$ cat config.mk
export PLATFORM = sky130hd
export DESIGN_NAME = edge_sense_bank
export DESIGN_NICKNAME = d
export VERILOG_FILES = /design/src/rtl/edge_sense_bank.sv
export SDC_FILE = /design/constraint.sdc
export NUM_CORES = 2
export LEC_CHECK = 0
export BUFFER_PORTS_ARGS = -buffer_cell sky130_fd_sc_hd__buf_2
export CELL_PAD_IN_SITES_DETAIL_PLACEMENT = 1
export CELL_PAD_IN_SITES_GLOBAL_PLACEMENT = 1
export CORE_ASPECT_RATIO = 0.6
export CORE_MARGIN = 3
export CORE_UTILIZATION = 52
export CTS_BUF_LIST = sky130_fd_sc_hd__clkbuf_8 sky130_fd_sc_hd__clkbuf_16
export CTS_CLUSTER_DIAMETER = 40
export DETAILED_ROUTE_END_ITERATION = 6
export HOLD_SLACK_MARGIN = 0.08
export PLACE_DENSITY_LB_ADDON = 0.2
export SYNTH_ARGS = -nofsm -noshare
export SYNTH_HDL_FRONTEND = slang
export SYNTH_SLANG_ARGS = --single-unit
$ cat constraint.sdc
create_clock -name clk -period 3.9 [get_ports clk]
set_input_delay 0.195 -clock clk [delete_from_list [all_inputs] [get_ports clk]]
set_output_delay 0.195 -clock clk [all_outputs]
set_load 0.02 [all_outputs]
$ cat src/rtl/edge_sense_bank.sv
module edge_sense_bank #(
  parameter int LINES     = 256,
  parameter int IMPL_CTRL = 16,
  parameter int ADDR_W    = 5
) (
  input  logic              clk,
  input  logic              rst_n,
  input  logic [ADDR_W-1:0] reg_addr,
  input  logic              reg_we,
  input  logic [31:0]       reg_wdata,
  output logic [31:0]       reg_rdata,
  input  logic [LINES-1:0]  line_in,
  output logic [LINES-1:0]  hit,
  output logic              any_hit
);
  localparam int CTRL_SLOTS = LINES / 16;
  localparam int MASK_REGS  = LINES / 32;
  localparam int MASK_BASE  = CTRL_SLOTS;
  localparam int PROG_ADDR  = MASK_BASE + MASK_REGS;
  localparam int LINE_W     = $clog2(LINES);
  localparam int MODE_LSB   = 16;

  logic [31:0]          ctrl_word [CTRL_SLOTS];
  logic [31:0]          mask_q    [MASK_REGS];
  logic [2*LINES-1:0]   mode_flat;
  logic [LINES-1:0]     mask_flat, impl_flat, rsvd_flat;
  logic [LINES-1:0]     prev_q, det, edge_r, edge_f;
  logic                 primed_q;
  logic                 prog_we;

  assign prog_we = reg_we && (reg_addr == ADDR_W'(PROG_ADDR));

  for (genvar g = 0; g < CTRL_SLOTS; g++) begin : g_ctrl
    if (g < IMPL_CTRL) begin : g_impl
      logic [31:0] word_q;
      always_ff @(posedge clk or negedge rst_n) begin
        if (!rst_n) word_q <= '0;
        else if (reg_we && reg_addr == ADDR_W'(g)) word_q <= reg_wdata;
        else if (prog_we && reg_wdata[LINE_W-1:4] == (LINE_W-4)'(g)) begin
          for (int f = 0; f < 16; f++)
            if (reg_wdata[3:0] == 4'(f)) word_q[2*f +: 2] <= reg_wdata[MODE_LSB +: 2];
        end
      end
      assign ctrl_word[g]          = word_q;
      assign impl_flat[g*16 +: 16] = '1;
    end else begin : g_none
      assign ctrl_word[g]          = '0;
      assign impl_flat[g*16 +: 16] = '0;
    end
    assign mode_flat[g*32 +: 32] = ctrl_word[g];
  end

  always_ff @(posedge clk or negedge rst_n) begin
    if (!rst_n) begin
      for (int k = 0; k < MASK_REGS; k++) mask_q[k] <= '0;
    end else if (reg_we) begin
      for (int k = 0; k < MASK_REGS; k++)
        if (reg_addr == ADDR_W'(MASK_BASE + k)) mask_q[k] <= reg_wdata;
    end
  end

  for (genvar k = 0; k < MASK_REGS; k++) begin : g_mask
    assign mask_flat[k*32 +: 32] = mask_q[k];
  end

  assign edge_r = ~prev_q & line_in;
  assign edge_f = prev_q & ~line_in;

  for (genvar n = 0; n < LINES; n++) begin : g_line
    logic [1:0] md;
    assign md           = mode_flat[2*n +: 2];
    assign rsvd_flat[n] = (md == 2'b11);
    assign det[n] = impl_flat[n] & ~mask_flat[n] &
                    (((md == 2'b00) & edge_r[n]) |
                     ((md == 2'b01) & edge_f[n]) |
                     ((md == 2'b10) & (edge_r[n] | edge_f[n])));
  end

  always_ff @(posedge clk or negedge rst_n) begin
    if (!rst_n) begin
      prev_q   <= '0;
      primed_q <= 1'b0;
      hit      <= '0;
      any_hit  <= 1'b0;
    end else begin
      prev_q   <= line_in;
      primed_q <= 1'b1;
      hit      <= primed_q ? det : '0;
      any_hit  <= primed_q && (|det);
    end
  end

  logic [31:0] rd_mux;
  always_comb begin
    rd_mux = '0;
    for (int i = 0; i < CTRL_SLOTS; i++)
      if (reg_addr == ADDR_W'(i)) rd_mux = ctrl_word[i];
    for (int k = 0; k < MASK_REGS; k++)
      if (reg_addr == ADDR_W'(MASK_BASE + k)) rd_mux = mask_q[k];
  end

  always_ff @(posedge clk or negedge rst_n) begin
    if (!rst_n) reg_rdata <= '0;
    else        reg_rdata <= rd_mux;
  end

  assert_edge_only_R1: assert property (@(posedge clk) disable iff (!rst_n)
    (hit & ~($past(line_in) ^ $past(prev_q))) == '0);
  assert_reserved_silent_R4: assert property (@(posedge clk) disable iff (!rst_n)
    (hit & $past(rsvd_flat)) == '0);
  assert_masked_quiet_R5: assert property (@(posedge clk) disable iff (!rst_n)
    (hit & $past(mask_flat)) == '0);
  assert_first_quiet_R7: assert property (@(posedge clk) disable iff (!rst_n)
    !$past(primed_q) |-> hit == '0);
  assert_any_or_R8: assert property (@(posedge clk) disable iff (!rst_n)
    any_hit == (|hit));
endmodule

==> flow_metrics.env, run 1 <==
export IMPL_status="aborted with a tool error"
export IMPL_haltStage="5_1_grt"
export IMPL_tool_error="[ERROR GRT-0232] Routing congestion too high. Check the congestion heatmap in the GUI."
export IMPL_worst_ep_kind="register input"
export IMPL_ys_ff_latch=1314
export IMPL_synth_edf_count=0
export IMPL_synth_compound_area_share=0.136
export IMPL_synthTopCellsByArea="dfrtp_1 46%, ha_1 8.9%, mux2i_1 7.6%"
export IMPL_synth_simple_area_share=0.117
export IMPL_dpl_hpwl_mm=319
export IMPL_track_usage=0.908
export IMPL_syn_inst=7215
export IMPL_synth_nets=8023
export IMPL_synthFlopType="dfrtp_1"
export IMPL_synth_xor_area_frac=0
export IMPL_root_buffer="clkbuf_16"
export IMPL_syn_area_per_cell_sq_um=10.0
export IMPL_overflow=874
export IMPL_num_rows=105
export IMPL_cts_path_max_buffers=3
export IMPL_chipHeight_um=295
export IMPL_synth_area_sq_um=72200
export IMPL_pre_cts_slack_ns=-0.0256
export IMPL_worstEndpointGrtRepair="any_hit$_DFF_PN0_/D"
export IMPL_numCtsBuffers=154
export IMPL_synth_adder_area_share=0.0888
export IMPL_synth_top_family_by_area="multiplexers"
export IMPL_seq_area_frac_synth=0.456
export IMPL_synth_common_cells="1314 x dfrtp_1, 592 x inv_1, 559 x nor2_1, 546 x mux2i_1, 539 x nand2_1"
export IMPL_grt_max_degree=120
export IMPL_antenna_found_initial=227
export IMPL_die_x_um=487
export IMPL_clkSinkCount=1314
export IMPL_cts_max_level=4
export IMPL_io_buffers=584
export IMPL_io_pins=585
export IMPL_place_congestion=1.21
export IMPL_yosysMostFrequentCell="dfrtp_1"
export IMPL_dp_cells=9566
export IMPL_synth_mux_area_frac=0.147
export IMPL_async_reset_ff_frac=1.00
export IMPL_yosysUniqueCellTypes=73
export IMPL_yosysTopAreaCell="dfrtp_1"
export IMPL_yosys_warnings=0
export IMPL_synth_top_area_frac=0.456
export IMPL_start_util=0.526
[cell families after synthesis]
| kind of cell | after synthesis |
|---|---|
| DFF | 1314 |
| muxes | 966 |
| adders and majority gates | 512 |
| buffers and inverters | 1029 |
| AOI/OAI and AO/OA | 1587 |
| other | 1 |
| and+or+nand+nor | 1806 |
[timing repair]
action / in CTS
gates resized for setup: 1
gates cloned: 0
setup endpoints to repair: 1
setup buffers: 0
endpoints found under the hold margin: 842
hold buffers: 518
[stage by stage]
stage | util | cell area (sq um) | hold WS, ns | setup TNS (ns)
2_1_floorplan | - | 72200 | -0.101 | 0
3_3_place_gp | 0.576 | 79000 | 0.330 | -0.0723
3_5_place_dp | 0.576 | 79000 | 0.331 | -0.0256
4_1_cts | 0.653 | 89600 | 0.0802 | 0
[metal layers]
metal | global-route usage | GRT overflow
met1 | 0.900 | 126
met4 | 0.908 | 313
met2 | 0.978 | 335
met3 | 0.857 | 89
met5 | 0.706 | 11
==> inputs of run 2 (changes only) <==
==> config.mk (replaced) <==
export PLATFORM = sky130hd
export DESIGN_NAME = edge_sense_bank
export DESIGN_NICKNAME = d
export VERILOG_FILES = /design/src/rtl/edge_sense_bank.sv
export SDC_FILE = /design/constraint.sdc
export NUM_CORES = 2
export LEC_CHECK = 0
export BUFFER_PORTS_ARGS = -buffer_cell sky130_fd_sc_hd__buf_2
export CORE_MARGIN = 3
export CORE_UTILIZATION = 40
export DETAILED_ROUTE_END_ITERATION = 6
export PLACE_DENSITY_LB_ADDON = 0.15
export SYNTH_ARGS = -nofsm -noshare
export SYNTH_HDL_FRONTEND = slang
export SYNTH_SLANG_ARGS = --single-unit
==> run 2 against run 1 <==
The flow now finishes without violations; synthesized cell count is the same; area after synthesis unchanged.
==> flow_metrics.env, run 2 <==
export IMPL_power_total_w=0.0461
export IMPL_arrival_ns=4.46
export IMPL_drc_errors=0
export IMPL_synth_nets=8023
export IMPL_crit_chain="mux2_2, o211ai_1, nand4_1, nor4_1, nand4_1, nor4_1, buf_4, a41oi_1"
export IMPL_swShare=0.374
export IMPL_synth_common_cells="1314 x dfrtp_1, 592 x inv_1, 559 x nor2_1, 546 x mux2i_1, 539 x nand2_1"
export IMPL_drt_total_wl_mm=401
export IMPL_yosysUniqueCellTypes=73
export IMPL_grt_max_degree=112
export IMPL_die_x_um=431
export IMPL_min_path_type="input port to register"
export IMPL_overflow=0
export IMPL_r2r_end="any_hit"
export IMPL_yosys_warnings=0
export IMPL_num_rows=155
export IMPL_synthTopCellsByArea="dfrtp_1 46%, ha_1 8.9%, mux2i_1 7.6%"
export IMPL_p_int_w=0.0289
export IMPL_setup_violations=0
export IMPL_peakVddDrop_v=0.000385
export IMPL_drt_iter0_drc=8999
export IMPL_synth_area_sq_um=72200
export IMPL_critPathMaxFanout=4
export IMPL_die_area_sq_um=186000
export IMPL_timing_hold_ws_ns=0.0438
export IMPL_cts_setup_buffers=0
export IMPL_yosysMostFrequentCell="dfrtp_1"
export IMPL_async_reset_ff_frac=1.00
export IMPL_pre_cts_slack_ns=0.277
export IMPL_drive_gt1_frac=0.207
export IMPL_clkSinkCount=1314
export IMPL_r2r_slack_ns=0.11
export IMPL_switching_power_w=0.0172
export IMPL_slew_headroom=0.141
export IMPL_grt_pass1_wl_mm=538
export IMPL_synthFlopType="dfrtp_1"
export IMPL_io_pins=585
export IMPL_tightest_slew_ns=1.29
export IMPL_power_share_sequential=0.443
export IMPL_numCtsBuffers=155
export IMPL_core_sq_um=179000
export IMPL_chipHeight_um=431
export IMPL_synth_top_area_frac=0.456
export IMPL_crit_path_end="any_hit"
export IMPL_grt_pass1_vias=63300
export IMPL_antenna_found_initial=89
export IMPL_area_delta_synth_final_pct=24.4
export IMPL_clock_latency_ns=0.87
export IMPL_ys_ff_latch=1314
export IMPL_rr_worst_depth=8
export IMPL_seq_area_frac_synth=0.456
export IMPL_critPathTopFamily="simple AND/OR/NAND/NOR gates"
export IMPL_io_buffers=584
export IMPL_routed_via_density=6.15
export IMPL_dpl_hpwl_mm=306
export IMPL_finalHoldViolations=0
export IMPL_ctsResizeCount=0
export IMPL_setup_ws_ns=0.111
export IMPL_power_density_nw_per_um2=513
export IMPL_final_cells=10900
export IMPL_fmax_ghz=0.264
export IMPL_tns_ns=0
export IMPL_nets=9163
export IMPL_worstPathRequired_ns=4.57
export IMPL_track_usage=0.424
export IMPL_crit_path_max_incr_delay_ns=0.64
export IMPL_synth_edf_count=0
export IMPL_place_congestion=1.08
export IMPL_cts_hold_buffers=407
export IMPL_most_common_layout_cells="1314 x dfrtp_1, 591 x inv_1, 571 x buf_2, 548 x nor2_1, 546 x mux2i_1"
export IMPL_crit_path_start="g_ctrl[3].g_impl.word_q[8]"
export IMPL_worst_r2r_startpoint="g_ctrl[3].g_impl.word_q[8]"
export IMPL_dr_pass1_iters=7
export IMPL_cts_path_max_buffers=3
export IMPL_yosysTopAreaCell="dfrtp_1"
export IMPL_rsz0062_at_grt="no"
export IMPL_skew_ns=0.0453
export IMPL_p_comb_frac=0.218
export IMPL_total_leakage_power_nw=43.5
export IMPL_wl_per_cell_um=36.9
export IMPL_dp_cells=10100
export IMPL_final_common_cell="dfrtp_1"
export IMPL_cp_end_kind="register"
export IMPL_syn_inst=7215
export IMPL_drv_cap=0
export IMPL_finalMaxSlewViolations=0
export IMPL_ant_nets=0
export IMPL_status="completed"
export IMPL_root_buffer="clkbuf_16"
export IMPL_worstSetupPathDepth=8
export IMPL_cts_max_level=4
export IMPL_cts_tree="yes"
export IMPL_power_share_clock=0.339
export IMPL_worst_path_max_delay_cell="o211ai_1"
export IMPL_syn_area_per_cell_sq_um=10.0
export IMPL_crit_type="register to register"
export IMPL_regMostFlops="g_ctrl.g_impl.word_q"
export IMPL_fin_crit_sh=0.971
export IMPL_largest_reg_flops=512
export IMPL_start_util=0.404
export IMPL_vias=66900
export IMPL_critPathLaunchType="register"
export IMPL_min_period_ns=3.79
export IMPL_worst_path_buf_inv=1
export IMPL_cts_clk_slew_worst_paths_ns=0.06
export IMPL_holdPathStages=2
-- run 2: worst min-delay path by stage --
| stage | slack [ns] | endpoint | startpoint |
|---|---|---|---|
| after floorplan | -0.10 | any_hit | rst_n |
| final | 0.04 | prev_q[197] | line_in[197] |
| after global routing | 0.03 | prev_q[153] | line_in[153] |
| after global placement | 0.29 | prev_q[106] | rst_n |
| after CTS | 0.0005 | hit[65] | rst_n |
| after detailed placement | 0.28 | prev_q[106] | rst_n |
-- run 2: layer usage --
metal  vias to the layer above  part of all wire  global-route usage  wire (um)
li1                      27600                 -                   -          -
met1                     33900              0.40               0.561     159000
met2                      4294              0.42               0.605     167000
met3                      1013              0.11               0.109      42600
met4                        42             0.080               0.295      31900
met5                         -           0.00071                   0        286
-- run 2: logic make-up (layout without fill, tap and decap cells) --
family,Yosys count,in the layout,share of synthesized area
compound gates,1587,1587,0.136
fa+ha+maj,512,512,0.0888
buf+inv,1029,2295,0.0560
flops,1314,1314,0.456
mux,966,966,0.147
other cells,1,43,0.0000520
simple gates,1806,1806,0.117
-- run 2: through the flow --
stage	util	cell area (sq um)
finish	0.502	89700
global route	0.501	89600
CTS	0.501	89600
detailed placement	0.448	80100
global placement	0.448	80100
floorplan	-	72200
-- run 2: power groups by stage --
stage                     Combinational [W]  Sequential, W  Clock, W
after floorplan                     0.00482         0.0181         0
after global placement              0.00931         0.0203         0
after detailed placement            0.00945         0.0203         0
after CTS                           0.00983         0.0201    0.0158
after global routing                 0.0106         0.0203    0.0163
final                                0.0100         0.0204    0.0156
-- run 2: layout make-up --
class	instances	area, sq um
clock inverters	63	932
well taps	2355	2950
diodes	42	105
clock buffers	220	4470
multi-input cells	4872	35400
flip-flops and latches	1314	32900
repair buffers	1418	10700
fillers	16500	89100
inverters	594	2240
Power figures use the tool's default switching activity.
